[src/rtl/i2c_stop_seq.sv]
module i2c_stop_seq #(
  parameter int RW = 7,
  parameter int DW = 8
) (
  input  logic          clk,
  input  logic          rst_n,
  input  logic [RW-1:0] reload,
  input  logic          stop_req_set,
  output logic          stop_en,
  input  logic          sda_in,
  input  logic          scl_in,
  output logic          sda_low,
  output logic          scl_low,
  input  logic          buf_wr,
  input  logic [DW-1:0] buf_wdata,
  output logic [DW-1:0] buf_q,
  input  logic          clr_irq,
  input  logic          clr_wcol,
  output logic          stop_seen,
  output logic          start_seen,
  output logic          wcol,
  output logic          irq
);

  typedef enum logic [2:0] {IDLE, PULL, HOLD, RISE, SETUP, TAIL} st_t;

  st_t          st;
  logic [RW-1:0] brg;
  logic          sda_q, scl_q;

  wire tmo       = (brg == '0);
  wire done      = (st == TAIL) && tmo;
  wire bus_hi    = scl_in && scl_q;
  wire stop_det  = bus_hi && sda_in && !sda_q;
  wire start_det = bus_hi && !sda_in && sda_q;

  assign stop_en = (st != IDLE);
  assign sda_low = (st == PULL) || (st == HOLD) || (st == RISE) || (st == SETUP);
  assign scl_low = (st == PULL) || (st == HOLD);

  always_ff @(posedge clk or negedge rst_n) begin
    if (!rst_n) begin
      st  <= IDLE;
      brg <= '0;
    end else begin
      case (st)
        IDLE:  if (stop_req_set) st <= PULL;
        PULL:  if (!sda_in) begin brg <= reload; st <= HOLD; end
        HOLD:  if (tmo) st <= RISE; else brg <= brg - 1'b1;
        RISE:  if (scl_in) begin brg <= reload; st <= SETUP; end
        SETUP: if (tmo) begin brg <= reload; st <= TAIL; end
               else brg <= brg - 1'b1;
        TAIL:  if (tmo) st <= IDLE; else brg <= brg - 1'b1;
        default: st <= IDLE;
      endcase
    end
  end

  always_ff @(posedge clk or negedge rst_n) begin
    if (!rst_n) begin
      sda_q      <= 1'b1;
      scl_q      <= 1'b1;
      stop_seen  <= 1'b0;
      start_seen <= 1'b0;
      irq        <= 1'b0;
      wcol       <= 1'b0;
      buf_q      <= '0;
    end else begin
      sda_q <= sda_in;
      scl_q <= scl_in;
      if (stop_det) begin
        stop_seen  <= 1'b1;
        start_seen <= 1'b0;
      end else if (start_det) begin
        start_seen <= 1'b1;
        stop_seen  <= 1'b0;
      end
      if (stop_det || start_det || done) irq <= 1'b1;
      else if (clr_irq)                  irq <= 1'b0;
      if (buf_wr && stop_en) wcol <= 1'b1;
      else if (clr_wcol)     wcol <= 1'b0;
      if (buf_wr && !stop_en) buf_q <= buf_wdata;
    end
  end


  req_pulls_lines_chk: assert property (@(posedge clk) disable iff (!rst_n)
    stop_req_set && !stop_en |=> sda_low && scl_low && stop_en);


  scl_before_sda_chk: assert property (@(posedge clk) disable iff (!rst_n)
    $fell(sda_low) |-> !scl_low && scl_in);


  done_sets_irq_chk: assert property (@(posedge clk) disable iff (!rst_n)
    $fell(stop_en) |-> irq);


  stop_flags_chk: assert property (@(posedge clk) disable iff (!rst_n)
    stop_det |=> stop_seen && !start_seen && irq);


  start_flags_chk: assert property (@(posedge clk) disable iff (!rst_n)
    start_det |=> start_seen && !stop_seen && irq);


  wcol_blocks_write_chk: assert property (@(posedge clk) disable iff (!rst_n)
    buf_wr && stop_en |=> wcol && $stable(buf_q));


  idle_write_chk: assert property (@(posedge clk) disable iff (!rst_n)
    buf_wr && !stop_en |=> buf_q == $past(buf_wdata));


  irq_sticky_chk: assert property (@(posedge clk) disable iff (!rst_n)
    irq && !clr_irq |=> irq);

endmodule

[config.mk]
export PLATFORM = sky130hd
export DESIGN_NAME = i2c_stop_seq
export DESIGN_NICKNAME = d
export VERILOG_FILES = /design/src/rtl/i2c_stop_seq.sv
export SDC_FILE = /design/constraint.sdc
export NUM_CORES = 1
export LEC_CHECK = 0
export ABC_AREA = 1
export BUFFER_PORTS_ARGS = -buffer_cell sky130_fd_sc_hd__buf_2
export CORE_ASPECT_RATIO = 1.4
export CORE_UTILIZATION = 48
export CTS_CLUSTER_SIZE = 12
export DETAILED_ROUTE_END_ITERATION = 7
export PLACE_DENSITY_LB_ADDON = 0.15
export SLEW_MARGIN = 20
export SYNTH_ARGS = -nofsm -noshare
export SYNTH_HDL_FRONTEND = slang
export SYNTH_SLANG_ARGS = --single-unit
[constraint.sdc]
create_clock -name clk -period 4 [get_ports clk]
set_clock_uncertainty 0.1 [all_clocks]
set_input_delay 0.2 -clock clk [delete_from_list [all_inputs] [get_ports clk]]
set_output_delay 0.2 -clock clk [all_outputs]
set_load 0.01 [all_outputs]
==> flow_summary.ini <==
[floorplanning]
pin_count = 38
core_area_um2 = 2670
initial_core_util_pct = 51.0
die_h_um = 65.0
rows = 22
die_area_um2 = 3060
die_w_um = 47.0

[placed_design]
place.gp.congestion = 0.876
dpl_worst_slack_ns = 2.30
hpwl_um = 2180
io_buffers = 37

[synthesis]
synth_commonest_cells = nand2_1 (59), dfrtp_1 (22), inv_1 (16)
synth_edf_count = 0
synth-seq-area-share_pct = 44.3
yosysWarnings = 0
synth.most_common_cell = nand2_1
synth-seq-cells = 24
async_flop_share_pct = 100
synth_top_area_share_pct = 40.4
syn-num-nets = 188
netlist_area_um2 = 1360
synth_top_area_cell = dfrtp_1
yosys-top-cells-area = dfrtp_1 (40%), nand2_1 (16%), mux2_2 (5.8%)
synthDistinctLibCells = 24
syn-instance-count = 163
syn_area_per_cell_um2 = 8.35
synthFlopType = dfrtp_1

[finish]
areaGrowthSynthToFinish_pct = 23.3
nNetsFinal = 235
nFillCells = 240
antennaDiodeCount = 0
drive_gt1_share_pct = 33.0

[setup_path]
slowest_delay_ns = 0.39
critPathMostFrequentCell = nand2_1
start_kind = flop
worstPathCellList = inv_1 > ha_1 > inv_1 > nor2_1 > nand3_2 > nand2_4 > nand2_4 > nand2_1 > nand2_1 > nand2_1 > nand2_1
reg2reg_depth = 11
ff2ff_setup_slack_ns = 2.31
arrival_ns = 1.80
critPathCaptureType = flop
critPathTopFamily = simple AND/OR/NAND/NOR gates
timing.rr.start = brg[0]
r2r-end = brg[5]
worstPathRequired_ns = 4.11
crit_path_top_delay_cell = dfrtp_1
path_class = reg -> reg
cp_num_buf_inv = 2
critPathMaxFanout = 8

[detailed_routing]
firstDrtPassIters = 4
remaining_drc_errors = 0
final_antenna_net_count = 0
num_vias = 1189
detail_route.wl_per_cell_um = 11.2
drt_iter0_markers = 18
finalWirelength_um = 2740
drt-vias-per-instance = 4.85

[sta]
drv_slew = 0
rsz0062_at_grt = false
slew-limit-headroom_pct = 65.3
finalCritPeriodShare_pct = 42.4
tns_ns = 0
setup_viol = 0
period_minus_slack_ns = 1.69
fin_ws_ns = 2.31
worst_pin_slew_ns = 0.521
hold_violations = 0
fmax_mhz = 590

[global_routing]
grt_usage_pct = 20.7
grt_pass1_vias = 1124
grt_max_degree = 25
grt_overflow = 0
antenna_found_initial = 0
grt_pass1_wl_um = 4660

[clock_network]
cts-root-buf = clkbuf_4
cts_tree = built
cts_made_buffers = 3
insertion_delay_ns = 0.30
cts_sinks = 24
cts_max_path_buffers = 2
clk_pin_slew_ns = 0.12
htreeDepth = 1

[hold_path]
hp-class = in -> reg
holdPathEnd = buf_q[5]
hold_path_startpoint = buf_wdata[5]
hold_path_depth = 2

[pwr]
p_leak_nw = 0.914
pwr_density_cell_nw_per_um2 = 769
ir_drop_uv = 464

[flow_run]
cap_viol_max_count = 0

[run_status]
outcome = completed
[worst max path at each step]
stage,depth (start not counted),slack [ns],to,startpoint
floorplan,9,2.45,brg[0],brg[0]
global route,11,2.09,brg[5],brg[0]
global placement,9,2.35,brg[0],brg[0]
detailed placement,9,2.30,brg[5],brg[0]
CTS,9,2.29,brg[5],brg[0]
finish,11,2.31,brg[5],brg[0]
[area by class of cell]
class	instances	area [um2]	share of cell area (%)
inverter	19	71.3	4.25
sequential	24	603	35.9
tap	36	45.0	2.68
multi-input combinational	120	687	40.9
clock buffer	4	36.3	2.16
timing repair buffer	42	235	14.0
[where the power goes]
group	internal, W	switching, W
Combinational	0.000289	0.000449
Clock	0.0000555	0.0000676
Sequential	0.000346	0.0000829
Total	0.000691	0.000600
[state kept, by name, indices dropped and copies added, names as in the netlist]
register,count
buf_q,8
brg,7
st,3
irq,1
scl_q,1
sda_q,1
start_seen,1
stop_seen,1
wcol,1
[metal layers]
metal	wire, um	track usage [%]	part of all wire [%]
met5	0	0	0
met4	62	8.93	2.3
met3	111	2.23	4.0
met2	1500	35.1	55
met1	1070	25.4	39
[through the flow]
step	hold WS (ns)	area (um2)	util [%]	power, W	cells
floorplan	-0.196	1360	-	0.000968	163
global placement	0.103	1590	59.6	0.00114	236
detailed placement	0.103	1590	59.6	0.00117	236
CTS	0.0000277	1670	62.5	0.00130	244
global route	0.00540	1680	62.8	0.00142	245
finish	0.0205	1680	62.8	0.00129	245
[logic make-up (layout without fill, tap and decap cells)]
| family | after synthesis | count (layout) | share of synthesized area, % |
|---|---|---|---|
| DFF | 24 | 24 | 44.3 |
| buffers and inverters | 19 | 65 | 5.24 |
| AOI/OAI and AO/OA | 6 | 6 | 3.40 |
| adders and majority gates | 2 | 2 | 1.84 |
| and+or+nand+nor | 101 | 101 | 36.7 |
| xor gates and xnor gates | 3 | 3 | 1.93 |
| muxes | 8 | 8 | 6.62 |
[timing repair]
item                      CTS  global route
hold endpoints to repair   25             1
hold buffers                4             1
gates resized for setup     0             0
setup buffers               0             0
[layout by cell type (no fill, tap or decap), types with 4 or more instances in the layout]
cell           instances
buf_2                 37
dfrtp_1               22
dlygate4sd3_1          5
inv_1                 16
mux2_2                 7
nand2_1               59
nand3_1               15
nand3_2                4
nand4_1                5
nor2_1                 6
nor2_2                 4
Note: power is estimated with default switching activity, not from simulation.
